**config.mk**
```make
export PLATFORM = sky130hd
export DESIGN_NAME = dvfs_seq_ctrl
export DESIGN_NICKNAME = d
export VERILOG_FILES = /design/src/rtl/dvfs_pkg.sv /design/src/rtl/dvfs_mode_map.sv /design/src/rtl/dvfs_lock_timer.sv /design/src/rtl/dvfs_cmd_latch.sv /design/src/rtl/dvfs_seq_ctrl.sv
export SDC_FILE = /design/constraint.sdc
export NUM_CORES = 1
export LEC_CHECK = 0
export ABC_AREA = 1
export BUFFER_PORTS_ARGS = -buffer_cell sky130_fd_sc_hd__buf_4
export CAP_MARGIN = 40
export CORE_MARGIN = 1
export CORE_UTILIZATION = 60
export CTS_BUF_LIST = sky130_fd_sc_hd__clkbuf_4
export DETAILED_ROUTE_END_ITERATION = 16
export PLACE_DENSITY_LB_ADDON = 0.15
export SKIP_LAST_GASP = 1
export SLEW_MARGIN = 15
export SYNTH_ARGS = -nofsm -noshare
export SYNTH_HDL_FRONTEND = slang
export SYNTH_HIERARCHICAL = 1
export SYNTH_SLANG_ARGS = --single-unit
```
**constraint.sdc**
```tcl
create_clock -name clk_i -period 1.8 [get_ports clk_i]
set_input_delay 0.09 -clock clk_i [delete_from_list [all_inputs] [get_ports clk_i]]
set_output_delay 0.09 -clock clk_i [all_outputs]
set_load 0.02 [all_outputs]
```
**src/rtl/dvfs_pkg.sv**
```systemverilog
package dvfs_pkg;

    localparam int PROF_W = 2;

    localparam logic [1:0] CMD_FULL  = 2'b00;
    localparam logic [1:0] CMD_MED   = 2'b01;
    localparam logic [1:0] CMD_LOW   = 2'b10;
    localparam logic [1:0] CMD_PLANE = 2'b11;

    localparam logic [PROF_W-1:0] PROF_FULL = 2'd0;
    localparam logic [PROF_W-1:0] PROF_MED  = 2'd1;
    localparam logic [PROF_W-1:0] PROF_LOW  = 2'd2;

    typedef enum logic [2:0] {
        ST_BOOT,
        ST_IDLE,
        ST_RAISE,
        ST_LOCK_UP,
        ST_LOCK_DN,
        ST_LOWER
    } seq_st_e;

    typedef struct packed {
        seq_st_e           st;
        logic              vhi;
        logic [PROF_W-1:0] prof;
        logic              hold;
        logic              settled;
        logic [1:0]        mode;
    } seq_reg_t;

    typedef struct packed {
        logic       strb;
        logic       pend_v;
        logic [1:0] pend_cmd;
        logic       plane;
    } cap_reg_t;

endpackage

```
**src/rtl/dvfs_mode_map.sv**
```systemverilog
module dvfs_mode_map
    import dvfs_pkg::*;
(
    input  logic [1:0]        cmd_i,
    output logic              vhi_o,
    output logic [PROF_W-1:0] prof_o
);

    always_comb begin
        unique case (cmd_i)
            CMD_MED: begin
                vhi_o  = 1'b0;
                prof_o = PROF_MED;
            end
            CMD_LOW: begin
                vhi_o  = 1'b0;
                prof_o = PROF_LOW;
            end
            default: begin
                vhi_o  = 1'b1;
                prof_o = PROF_FULL;
            end
        endcase
    end

endmodule

```
**src/rtl/dvfs_lock_timer.sv**
```systemverilog
module dvfs_lock_timer #(
    parameter int LOCK_CYC = 8
) (
    input  logic clk_i,
    input  logic rst_ni,
    input  logic start_i,
    output logic done_o
);

    localparam int CW = $clog2(LOCK_CYC + 1);

    logic [CW-1:0] cnt_d, cnt_q;

    always_comb begin
        cnt_d = cnt_q;
        if (start_i) begin
            cnt_d = CW'(LOCK_CYC);
        end else if (cnt_q != '0) begin
            cnt_d = cnt_q - 1'b1;
        end
    end

    assign done_o = (cnt_q == CW'(1));

    always_ff @(posedge clk_i or negedge rst_ni) begin
        if (!rst_ni) cnt_q <= '0;
        else         cnt_q <= cnt_d;
    end

endmodule

```
**src/rtl/dvfs_cmd_latch.sv**
```systemverilog
module dvfs_cmd_latch
    import dvfs_pkg::*;
(
    input  logic       clk_i,
    input  logic       rst_ni,
    input  logic       strobe_i,
    input  logic [1:0] cmd_i,
    input  logic       plane_i,
    input  logic       take_i,
    output logic       pend_valid_o,
    output logic [1:0] pend_cmd_o,
    output logic       plane_en_o
);

    cap_reg_t r_d, r_q;
    logic     edge_seen;

    always_comb begin
        r_d       = r_q;
        r_d.strb  = strobe_i;
        edge_seen = strobe_i & ~r_q.strb;
        if (take_i) begin
            r_d.pend_v = 1'b0;
        end
        if (edge_seen) begin
            if (cmd_i == CMD_PLANE) begin
                r_d.plane = plane_i;
            end else begin
                r_d.pend_v   = 1'b1;
                r_d.pend_cmd = cmd_i;
            end
        end
    end

    always_ff @(posedge clk_i or negedge rst_ni) begin
        if (!rst_ni) begin
            r_q.strb     <= 1'b0;
            r_q.pend_v   <= 1'b0;
            r_q.pend_cmd <= CMD_FULL;
            r_q.plane    <= 1'b1;
        end else begin
            r_q <= r_d;
        end
    end

    assign pend_valid_o = r_q.pend_v;
    assign pend_cmd_o   = r_q.pend_cmd;
    assign plane_en_o   = r_q.plane;

    assert_plane_copy_R3: assert property (@(posedge clk_i) disable iff (!rst_ni)
        ($rose(strobe_i) && cmd_i == CMD_PLANE) |=> (plane_en_o == $past(plane_i)))
        else $error("plane enable did not follow plane command");

    assert_pend_capture_R8: assert property (@(posedge clk_i) disable iff (!rst_ni)
        ($rose(strobe_i) && cmd_i != CMD_PLANE) |=> (pend_valid_o && pend_cmd_o == $past(cmd_i)))
        else $error("speed command not held in pending slot");

endmodule

```
**src/rtl/dvfs_seq_ctrl.sv**
```systemverilog
module dvfs_seq_ctrl
    import dvfs_pkg::*;
#(
    parameter int LOCK_CYC = 8
) (
    input  logic       clk_i,
    input  logic       rst_ni,
    input  logic       strobe_i,
    input  logic [1:0] speed_cmd_i,
    input  logic       plane_ctl_i,
    input  logic       vsettled_i,
    output logic       vsel_hi_o,
    output logic [1:0] clk_prof_o,
    output logic       cpu_hold_o,
    output logic       plane_en_o
);

    seq_reg_t          s_d, s_q;
    logic              pend_v;
    logic [1:0]        pend_cmd;
    logic              take;
    logic              tmr_start;
    logic              tmr_done;
    logic              settled_rise;
    logic              new_vhi, cur_vhi;
    logic [PROF_W-1:0] new_prof, cur_prof;

    dvfs_cmd_latch u_latch (
        .clk_i        (clk_i),
        .rst_ni       (rst_ni),
        .strobe_i     (strobe_i),
        .cmd_i        (speed_cmd_i),
        .plane_i      (plane_ctl_i),
        .take_i       (take),
        .pend_valid_o (pend_v),
        .pend_cmd_o   (pend_cmd),
        .plane_en_o   (plane_en_o)
    );

    dvfs_mode_map u_map_new (
        .cmd_i  (pend_cmd),
        .vhi_o  (new_vhi),
        .prof_o (new_prof)
    );

    dvfs_mode_map u_map_cur (
        .cmd_i  (s_q.mode),
        .vhi_o  (cur_vhi),
        .prof_o (cur_prof)
    );

    dvfs_lock_timer #(.LOCK_CYC(LOCK_CYC)) u_timer (
        .clk_i   (clk_i),
        .rst_ni  (rst_ni),
        .start_i (tmr_start),
        .done_o  (tmr_done)
    );

    always_comb begin
        s_d          = s_q;
        s_d.settled  = vsettled_i;
        settled_rise = vsettled_i & ~s_q.settled;
        take         = 1'b0;
        tmr_start    = 1'b0;
        unique case (s_q.st)
            ST_BOOT: begin
                if (vsettled_i) begin
                    s_d.hold = 1'b0;
                    s_d.st   = ST_IDLE;
                end
            end
            ST_IDLE: begin
                if (pend_v) begin
                    take = 1'b1;
                    if (pend_cmd != s_q.mode) begin
                        s_d.mode = pend_cmd;
                        s_d.hold = 1'b1;
                        if (new_vhi && !s_q.vhi) begin
                            s_d.vhi = 1'b1;
                            s_d.st  = ST_RAISE;
                        end else begin
                            s_d.prof  = new_prof;
                            tmr_start = 1'b1;
                            s_d.st    = ST_LOCK_DN;
                        end
                    end
                end
            end
            ST_RAISE: begin
                if (settled_rise) begin
                    s_d.prof  = cur_prof;
                    tmr_start = 1'b1;
                    s_d.st    = ST_LOCK_UP;
                end
            end
            ST_LOCK_UP: begin
                if (tmr_done) begin
                    s_d.hold = 1'b0;
                    s_d.st   = ST_IDLE;
                end
            end
            ST_LOCK_DN: begin
                if (tmr_done) begin
                    if (s_q.vhi != cur_vhi) begin
                        s_d.vhi = cur_vhi;
                        s_d.st  = ST_LOWER;
                    end else begin
                        s_d.hold = 1'b0;
                        s_d.st   = ST_IDLE;
                    end
                end
            end
            ST_LOWER: begin
                if (settled_rise) begin
                    s_d.hold = 1'b0;
                    s_d.st   = ST_IDLE;
                end
            end
            default: s_d.st = ST_BOOT;
        endcase
    end

    always_ff @(posedge clk_i or negedge rst_ni) begin
        if (!rst_ni) begin
            s_q.st      <= ST_BOOT;
            s_q.vhi     <= 1'b1;
            s_q.prof    <= PROF_FULL;
            s_q.hold    <= 1'b1;
            s_q.settled <= 1'b0;
            s_q.mode    <= CMD_FULL;
        end else begin
            s_q <= s_d;
        end
    end

    assign vsel_hi_o  = s_q.vhi;
    assign clk_prof_o = s_q.prof;
    assign cpu_hold_o = s_q.hold;

    assert_held_on_change_R4: assert property (@(posedge clk_i) disable iff (!rst_ni)
        (!$stable(vsel_hi_o) || !$stable(clk_prof_o)) |-> cpu_hold_o)
        else $error("supply or clock moved with processor running");

    assert_raise_first_R5: assert property (@(posedge clk_i) disable iff (!rst_ni)
        $rose(vsel_hi_o) |-> $stable(clk_prof_o))
        else $error("clock moved together with voltage rise");

    assert_lower_last_R6: assert property (@(posedge clk_i) disable iff (!rst_ni)
        $fell(vsel_hi_o) |-> ($stable(clk_prof_o) && cpu_hold_o))
        else $error("voltage fall not after clock change");

    assert_fast_needs_high_R1: assert property (@(posedge clk_i) disable iff (!rst_ni)
        (clk_prof_o == PROF_FULL) |-> vsel_hi_o)
        else $error("fastest profile at low voltage");

    assert_no_spare_profile_R1: assert property (@(posedge clk_i) disable iff (!rst_ni)
        clk_prof_o != 2'b11)
        else $error("unused profile driven");

endmodule

```
# Yosys cells after proc, flatten, opt, wreduce, memory -nomap -nowiden
# Index checks and enable logic that the tools add are counted.
[op_classes] bitwise_logic=5 n_mux=39 n_eq_ne=24 n_reduce_logical=17 addsub=1
[op_table] cell="$mux W3" count=7
[op_table] cell="$ne A2 B2 Y1 const B" count=10
[op_table] cell="$pmux W3 S6" count=1
[op_table] cell="$mux W1" count=17
[op_table] cell="$mux W4" count=4
[op_table] cell="$mux W7" count=2
[op_table] cell="$pmux W2 S2" count=3
[op_table] cell="$reduce_and A8 Y1" count=1
[op_table] cell="$reduce_and A7 Y1" count=1
[op_table] cell="$eq A2 B2 Y1 const B" count=3
[op_table] cell="$eq A3 B2 Y1 const B" count=2
[op_table] cell="$eq A3 B3 Y1 const B" count=2
[op_table] cell="$reduce_and A6 Y1" count=1
[op_table] cell="$reduce_bool A2 Y1" count=3
[op_table] cell="$pmux W1 S5" count=1
[op_table] cell="$reduce_and A5 Y1" count=1
[op_table] cell="$reduce_bool A5 Y1" count=1
[op_table] cell="$eq A2 B1 Y1 const B" count=2
[op_table] cell="$eq A4 B1 Y1 const B" count=1
[op_table] cell="$mux W2" count=2
[op_table] cell="$pmux W1 S2" count=2
[op_table] cell="$reduce_and A2 Y1" count=2
[op_table] cell="$reduce_bool A4 Y1" count=1
[op_table] cell="$reduce_or A2 Y1" count=2
[op_table] cell="11 further kinds" count=14
[word_totals] register_bits=19 in_bits=7 output_inout_bits=5

# Depth between registers and ports, before layout
# Gate-level depths: netlist of run 1.
[logic_depth] depth_word=9 depth_mapped=12 depth_no_buf=12

# Cells and area by module
# Netlist of run 1, hierarchy kept.
[by_module_without_submodules] module="dvfs_seq_ctrl" seq_area_each_um2=252.7 area_each_um2=739.5 cells_each=113 instances=1
[by_module_without_submodules] module="dvfs_lock_timer" seq_area_each_um2=100.1 area_each_um2=252.7 cells_each=32 instances=1
[by_module_without_submodules] module="dvfs_cmd_latch" seq_area_each_um2=126.4 area_each_um2=222.7 cells_each=24 instances=1
[by_module_without_submodules] module="dvfs_mode_map" seq_area_each_um2=0.0 area_each_um2=32.5 cells_each=4 instances=2

# Least setup slack after synthesis of run 1
# Ideal clock, no wire load.
[synth_path] path_type="reg2reg" startpoint="reg s_q[9] (netlist name)" endpoint="reg u_timer.cnt_q[1]" arrival_ns=1.281 required_ns=1.683 path_buffers=0 synth_period_minus_slack_ns=1.398 path_slack_ns=0.402 stages_incl_launch_ff=11 cell_sequence="dfrtp_1 inv_2 nand2_2 nor2_4 nand2_4 a21oi_2 nand2_2 nand2_2 clkinv_4 nand4_1 nand2_1"
[synth_via] elab_chain_len=3 elab_cells_between_ends=5 cone_classes="eq/ne (2); mux (2); reduce/logical (1)"
[synth_rtl] element="start, declared" line_no="dvfs_seq_ctrl.sv:18" rtl="seq_reg_t s_d, s_q;"
[synth_rtl] element="$eq A3 B2 Y1 or $eq A3 B1 Y1 (tied branches)" line_no="dvfs_seq_ctrl.sv:65" rtl="unique case (s_q.st)"
[synth_rtl] element="$pmux W1 S2 (*)" line_no="dvfs_seq_ctrl.sv:65"
[synth_rtl] element="named net tmr_start" line_no="dvfs_seq_ctrl.sv:22" rtl="logic tmr_start;"
[synth_rtl] element="$mux W4 or $reduce_bool A2 Y1 (tied branches)"
[synth_rtl] element="end signal, assigned" line_no="dvfs_lock_timer.sv:27" rtl="else cnt_q <= cnt_d;"
[synth_rtl] element="end, declared" line_no="dvfs_lock_timer.sv:12" rtl="logic [CW-1:0] cnt_d, cnt_q;"
# The timed path passes the listed nets; every way through them passes the cells marked *.
# A chain may end at the register's enable or synchronous reset.

# Worst setup path in the final report of run 1
# Ends and elaborated chain as after synthesis.

==> reports/metrics.yaml, run 1 <==
clock_tree:
  cts_tree: "built"
  cts_buffer_depth: 2
  cts.sinks: 19
  htreeDepth: 1
  clock-root-buffer: "clkbuf_4"
  cts_buffers: 3
  clk_latency_ps: 290
  path_clk_slew_ps: 110
  postCtsSetupBuffers: 0
job:
  maxCapViolations: 0
logic_synthesis:
  synth_cell_types: 24
  syn-num-nets: 190
  synth_area_um2: 1280
  yosys_warnings: 6
  avgSynthCellArea_um2: 7.23
  yosys_most_used_dff: "dfrtp_1"
  synth_edf_count: 0
  ys_seq_area_share_pct: 37.4
  ys_ff_latch: 19
  postSynthCellCount: 177
  async_flop_share_pct: 100
timing:
  finalSetupViolations: 0
  fin_setup_tns_ps: 0
  finalCriticalPeriod_ps: 1620
  hold_violations: 0
  timing.fmax_ghz: 0.616
  rsz0062_at_grt: "no"
  fin_crit_sh_pct: 90.2
  setup_slack_ps: 177
  skew_ps: 5.71
  slew_headroom_pct: 76.5
  final_max_slew_viol_count: 0
  tightest_slew_ps: 350
worst_setup_path:
  path_class: "flip-flop to flip-flop"
  end_kind: "flip-flop"
  slowest_stage: "dfrtp_1"
  cp.required_ps: 1990
  path_cells: "inv_2 > nand2_2 > nor2_4 > nand2_4 > a21oi_2 > nand2_2 > nand2_2 > clkinv_4 > nand4_1 > nand2_1"
  cp_max_fo: 6
  cp_common_cell: "nand2_2"
  max_stage_delay_ps: 470
  crit_path_start_kind: "flip-flop"
  arrival_ps: 1820
route:
  drtAntennaViolNets: 0
  drt-wirelength-per-cell_um: 11.4
  drtIter0Drc: 45
  drc: 0
  finalWirelength_um: 2490
  viasPerCell: 5.11
  vias: 1119
  firstDrtPassIters: 4
min_path:
  min_path_type: "input port to flip-flop"
placement:
  gp_congestion: 0.942
  io_buffers: 11
  preCtsSetupSlack_ps: 217
  dp.final_hpwl_um: 1940
cells_and_area:
  multi_input_area_um2: 648
  fin_nets: 206
  antenna_cells: 0
  synthToLayoutAreaGrowth_pct: 12.4
  final_util_pct: 72.6
  seq_area_um2: 479
  layout-drive-gt1-share_pct: 20.3
  nFillCells: 158
floorplanning:
  die_w_um: 48.2
  core_area_um2: 1980
  die_h_um: 48.2
  fp-row-count: 16
  ios: 12
  floorplan.initialDensity_pct: 64.6
  dieArea_um2: 2320
global_route:
  gr-total-overflow: 0
  grt_start_max_net_pins: 20
  grtUsageTotal_pct: 25.3
  grt_pass1_wl_um: 4020
  antenna_found_initial: 0
  grt_pass1_vias: 981
power_and_ir_drop:
  p_sw_uw: 1090
  seq_power_share_pct: 34.5
  switching_share_pct: 47.7
  pwr-share-clk_pct: 10.3
  power.density_nw_per_um2: 1590
  p_int_uw: 1200
  p_comb_share_pct: 55.3
  ir_drop_mv: 1.09
  power.leakage_uw: 0.000807
  p_total_uw: 2290
status:
  status: "complete, no violations"
-- cell type report --
cell class | instances | area share [%]
sequential | 19 | 33.3
multi-input combinational | 122 | 45.0
inverter | 32 | 8.70
clock buffer | 4 | 2.09
timing repair buffer | 15 | 8.52
tap | 27 | 2.35
-- stage by stage --
| step | area [um^2] | instances | hold WS, ps |
|---|---|---|---|
| finish | 1440 | 219 | 30.7 |
| global route | 1440 | 219 | 29.1 |
| CTS | 1440 | 219 | 26.2 |
| detailed placement | 1370 | 211 | -23.4 |
| global placement | 1370 | 211 | -25.9 |
| floorplan | 1280 | 177 | -206 |
-- path summary, 6_finish.rpt --
path                                     from                    end  slack [ps]  cells past startpoint
min reg2reg                u_latch/plane_en_o     u_latch/plane_en_o         470                      2
max in group asynchronous              rst_ni     u_latch/plane_en_o        1350                      2
min in group asynchronous              rst_ni                 s_q[9]         190                      2
min                            speed_cmd_i[1]  u_latch/pend_cmd_o[1]          30                      3
max reg2reg                            s_q[9]       u_timer/cnt_q[1]         180                     10
max                                    s_q[9]       u_timer/cnt_q[1]         180                     10
-- registers in the layout, summed over array words and instances (netlist names) --
register              cells
u_latch/pend_valid_o      1
u_latch/pend_cmd_o        2
cpu_hold_o                1
u_timer/cnt_q             4
u_latch/plane_en_o        1
vsel_hi_o                 1
clk_prof_o                2
u_latch/r_q               1
s_q                       6
-- cells by family (layout without fill, tap and decap cells) --
logic type      Yosys count  count (layout)  share of synthesized area, %
simple gates            102             102                          36.9
buf+inv                  36              51                          12.1
flops                    19              19                          37.4
compound gates           11              11                          5.67
fa+ha+maj                 6               6                          5.86
xor+xnor                  3               3                          2.05
-- cells in the mapped netlist, types with 2 or more instances --
master | n | area share (%)
o21bai_1 | 3 | 1.8
buf_4 | 4 | 2.3
nor2_4 | 3 | 2.6
inv_1 | 27 | 7.9
nand4_1 | 2 | 0.98
a21oi_2 | 2 | 1.4
ha_1 | 6 | 5.9
nand3_1 | 20 | 7.8
nor2_1 | 13 | 3.8
dfstp_2 | 3 | 6.2
xnor2_1 | 2 | 1.4
inv_2 | 4 | 1.2
o21ai_0 | 4 | 1.6
nand2_2 | 6 | 2.9
dfrtp_1 | 16 | 31
nand2_1 | 54 | 16
-- metal layers --
| metal | global-route usage, % | vias to the layer above | share of wire (%) |
|---|---|---|---|
| met1 | 31.6 | 506 | 44 |
| met2 | 42.1 | 31 | 51 |
| met3 | 5.56 | 4 | 4.0 |
| met5 | 0 | - | 0 |
| li1 | - | 578 | - |
| met4 | 10.6 | 0 | 1.4 |
-- placed cells by master, fill, tap and decap left out --
cell and n:
a21oi_1 1, buf_4 11, clkinv_4 1, o211ai_1 1
xnor2_1 2, nand3_1 20, xor2_1 1, inv_1 27
nand2_4 1, ha_1 6, o21ai_0 4, and2_4 1
clkbuf_4 4, nor2_2 1, nand2_1 54, dfrtp_1 16
dfstp_2 3, a21oi_2 2, nand4_1 2, or2_2 1
inv_2 4, nor2_4 3, nor2_1 12, nor3_2 1
dlygate4sd3_1 4, nand2_2 6, o21bai_1 3
-- power by group through the flow --
stage                     logic [uW]  registers, uW  clock network (uW)
after floorplan                  990            778                   0
after global placement          1200            779                   0
after detailed placement        1260            792                   0
after CTS                       1270            785                 243
after global routing            1450            808                 260
final                           1270            790                 235
-- critical path: cells and delay by family, from the launching register on --
| kind | cells | cell delay, ps |
|---|---|---|
| compound gates | 1 | 140 |
| buf+inv | 2 | 230 |
| flops | 1 | 470 |
| simple gates | 7 | 680 |
-- what timing repair did --
action / in CTS / in global routing
hold endpoints to repair: 22 / 0
gates resized for setup: 0 / 1
setup endpoints to repair: 0 / 3
hold buffers: 4 / 0
Note: power is estimated with default switching activity, not from simulation.
==> run 2: changes to the inputs <==
--- a/config.mk
+++ b/config.mk
@@ -5,7 +5,7 @@
 export SDC_FILE = /design/constraint.sdc
 export NUM_CORES = 1
 export LEC_CHECK = 0
-export ABC_AREA = 1
+export ABC_AREA = 0
 export BUFFER_PORTS_ARGS = -buffer_cell sky130_fd_sc_hd__buf_4
 export CAP_MARGIN = 40
 export CORE_MARGIN = 1
==> run 2 against run 1 <==
The flow now finishes with violations (design-rule violations, negative setup slack). Clock power hardly changed. Non-clock buffer count is 12 higher. Sequential share of layout area is 0.20 points lower. Cell area is 0.61% higher. Die area is 8.5% lower. Combinational power is 22% higher. Count of clock-buffer cells in the layout stayed put. Clock skew is 2.2 ps higher. Synthesized area is 8.9% lower. Largest power group unchanged. Highest routed layer unchanged.
==> reports/metrics.yaml, run 2 <==
worst_setup_path:
  worst-r2r-setup-slack_ps: -200  # -370 ps
  cp_max_fo: 3  # -3
  crit_family: "simple AND/OR/NAND/NOR gates"
  r2r_start: "u_timer/cnt_q[0]"
  end_kind: "flip-flop"
  path_cells: "ha_2 > nor3b_4 > nor2b_1 > or4_4 > and2_4 > o211ai_4 > mux2_4"
  cp.required_ps: 2000  # about the same
  ff2ff_path_depth: 7  # -3
  r2r-end: "s_q[7]"
  path_class: "flip-flop to flip-flop"
  crit_path_start_kind: "flip-flop"
  arrival_ps: 2200  # +380 ps
  max_stage_delay_ps: 420  # -50 ps
  crit_buf_inv: 0  # -2
  slowest_stage: "dfrtp_1"
logic_synthesis:
  yosys.area_share.adder_pct: 6.44  # +0.57 points
  muxShareOfSynthArea_pct: 8.05  # +8.0 points
  synthSimpleGateAreaFrac_pct: 23.0  # -14 points
  ys_seq_area_share_pct: 41.1  # +3.7 points
  syn-num-nets: 132  # -31%
  synthMostInstantiatedCell: "dfrtp_1"
  synth_area_um2: 1170  # -8.9%
  synth_edf_count: 0  # unchanged
  yosys.area.top_type: "dfrtp_1"
  synth_common_cells: "dfrtp_1 (16), nand2_1 (12), inv_1 (9), nor2_1 (9)"
  synth-xor-area-share_pct: 2.25  # +0.20 points
  synth_top_area_share_pct: 34.3  # +3.1 points
  postSynthCellCount: 119  # -33%
  yosys-top-cells-area: "dfrtp_1 (34%), dfstp_2 (6.8%), ha_1 (6.4%)"
  synth_top_family_by_area: "simple AND/OR/NAND/NOR gates"
  ys_ff_latch: 19  # unchanged
  yosys_warnings: 6  # unchanged
  avgSynthCellArea_um2: 9.80  # +36%
  synth_compound_area_share_pct: 12.6  # +6.9 points
  yosys_most_used_dff: "dfrtp_1"
  async_flop_share_pct: 100  # unchanged
  synth_cell_types: 40  # +67%
power_and_ir_drop:
  ir_drop_mv: 1.27  # +17%
  p_sw_uw: 1070  # -2.0%
  p_comb_share_pct: 60.1  # +4.8 points
  power.leakage_uw: 0.000663  # -18%
  pwr-share-clk_pct: 9.2  # -1.1 points
  switching_share_pct: 41.5  # -6.2 points
  p_total_uw: 2580  # +13%
  power.density_nw_per_um2: 1780  # +12%
  seq_power_share_pct: 30.6  # -3.9 points
  p_int_uw: 1510  # +26%
route:
  viasPerCell: 5.60  # +9.7%
  firstDrtPassIters: 11  # +7
  vias: 947  # -15%
  drt-wirelength-per-cell_um: 15.1  # +33%
  drtIter0Drc: 24  # -47%
  finalWirelength_um: 2550  # +2.6%
  drtAntennaViolNets: 0  # unchanged
  drc: 2  # +2
cells_and_area:
  layout-drive-gt1-share_pct: 34.7  # +14 points
  top_register: "s_q"
  final_util_pct: 81.2  # +8.6 points
  synthToLayoutAreaGrowth_pct: 24.1
  antenna_cells: 0  # unchanged
  largest_reg_flops: 6  # unchanged
  mostFrequentLayoutCells: "buf_4 (22), dfrtp_1 (16), nand2_1 (11)"
  final_common_cell: "buf_4"
  fin_nets: 158  # -23%
  top_regs: "s_q x6, u_timer/cnt_q x4"
floorplanning:
  die_w_um: 46.1  # -4.4%
  floorplan.initialDensity_pct: 65.4  # +0.82 points
  ios: 12  # unchanged
  die_h_um: 46.1  # -4.4%
  dieArea_um2: 2120  # -8.5%
  core_area_um2: 1780  # -10%
  fp-row-count: 15  # -1
placement:
  gp_congestion: 0.922  # -2.1%
  io_buffers: 11  # unchanged
  preCtsSetupSlack_ps: -146  # -362 ps
  dp.final_hpwl_um: 1680  # -13%
timing:
  tightest_slew_ps: 423  # +73.5 ps
  fin_crit_sh_pct: 111  # +21 points
  skew_ps: 7.88  # +2.17 ps
  finalCriticalPeriod_ps: 2000  # +375 ps
  finalSetupViolations: 4  # +4
  timing.fmax_ghz: 0.501  # -19%
  slew_headroom_pct: 71.7  # -4.8 points
  setup_slack_ps: -198  # -375 ps
  holdWs_ps: 47.5  # +16.8 ps
  hold_violations: 0  # unchanged
  rsz0062_at_grt: "yes"
  final_max_slew_viol_count: 0  # unchanged
job:
  maxCapViolations: 0  # unchanged
status:
  violations: "design-rule violations, negative setup slack"
  status: "complete, but fails checks"
min_path:
  worstHoldPathCells: 2  # -1
  hold_start: "speed_cmd_i[0]"
  whs_endpoint: "u_latch/pend_cmd_o[0]"
  min_path_type: "input port to flip-flop"
global_route:
  grt_start_max_net_pins: 20  # unchanged
  gr-total-overflow: 0  # unchanged
  grt_pass1_wl_um: 3910  # -2.7%
  antenna_found_initial: 0  # unchanged
  grtUsageTotal_pct: 26.4  # +1.1 points
  grt_pass1_vias: 893  # -9.0%
clock_tree:
  path_clk_slew_ps: 120  # about the same
  cts_buffers: 3  # unchanged
  cts_tree: "built"
  htreeDepth: 1  # unchanged
  cts.sinks: 19  # unchanged
  clock-root-buffer: "clkbuf_4"
  cts_buffer_depth: 2  # unchanged
  clk_latency_ps: 300  # about the same
-- run 2: cell count changes after synthesis, moves of 4 or more --
cell / previous run / this run
nor3b_1: 0 / 5
nor2_1: 13 / 9
nand2_1: 54 / 12
nand2b_1: 0 / 4
nand2_2: 6 / 0
nand3_1: 20 / 3
mux2_2: 0 / 6
inv_1: 27 / 9
-- run 2: logic make-up after synthesis --
kind of cell    after synthesis
fa+ha+maj                     6
mux                           8
flops                        19
xor+xnor                      3
simple gates                 47
buf+inv                      16
compound gates               20
-- run 2: what timing repair did --
action                     CTS  global route
hold endpoints to repair    22             0
hold buffers                 4             0
buffers inserted             0             2
setup endpoints to repair    4             9
gates resized for setup      2             9
pin swaps                    1             1
-- run 2: cell type report --
| cell class | count | area [um^2] |
|---|---|---|
| clock buffer | 4 | 30.0 |
| fill | 113 | 335 |
| timing repair buffer | 27 | 216 |
| sequential | 19 | 479 |
| inverter | 10 | 37.5 |
| multi-input combinational | 84 | 653 |
| tap | 25 | 31.3 |
-- run 2: worst max-delay path by stage --
stage / end / cells after the start / startpoint / slack (ps)
2_1_floorplan: s_q[7] / 8 / u_timer/cnt_q[1] / -120
3_3_place_gp: s_q[7] / 8 / u_timer/cnt_q[1] / -80
3_5_place_dp: s_q[7] / 7 / u_timer/cnt_q[0] / -150
4_1_cts: s_q[7] / 7 / u_timer/cnt_q[0] / -150
5_1_grt: s_q[7] / 7 / u_timer/cnt_q[0] / -190
6_report: s_q[7] / 7 / u_timer/cnt_q[0] / -200
-- run 2: power by group through the flow --
stage | Sequential [uW] | Combinational, uW | Clock, uW
2_1_floorplan | 781 | 928 | 0
5_1_grt | 810 | 1680 | 252
3_3_place_gp | 761 | 1300 | 0
4_1_cts | 777 | 1390 | 242
3_5_place_dp | 777 | 1360 | 0
6_report | 791 | 1550 | 238
-- run 2: per-stage QoR --
step	cells	instance area, um^2	setup TNS [ps]
after floorplan	119	1170	-120
after global placement	159	1320	-127
after detailed placement	159	1320	-369
after CTS	167	1400	-343
after global routing	169	1450	-521
final	169	1450	-518
-- run 2: worst reg2reg max path, delay by kind of cell (launching register included) --
kind	cells	cell delay, ps
AOI/OAI and AO/OA	1	80
adders and majority gates	1	200
DFF	1	420
muxes	1	320
and+or+nand+nor	4	880
-- run 2: routing by layer --
layer / vias to the layer above / track usage [%] / part of all wire (%)
met3: 4 / 4.71 / 2.3
met2: 14 / 43.1 / 51
li1: 463 / - / -
met1: 466 / 35.5 / 45
met4: 0 / 8.24 / 1.4
met5: - / 0 / 0
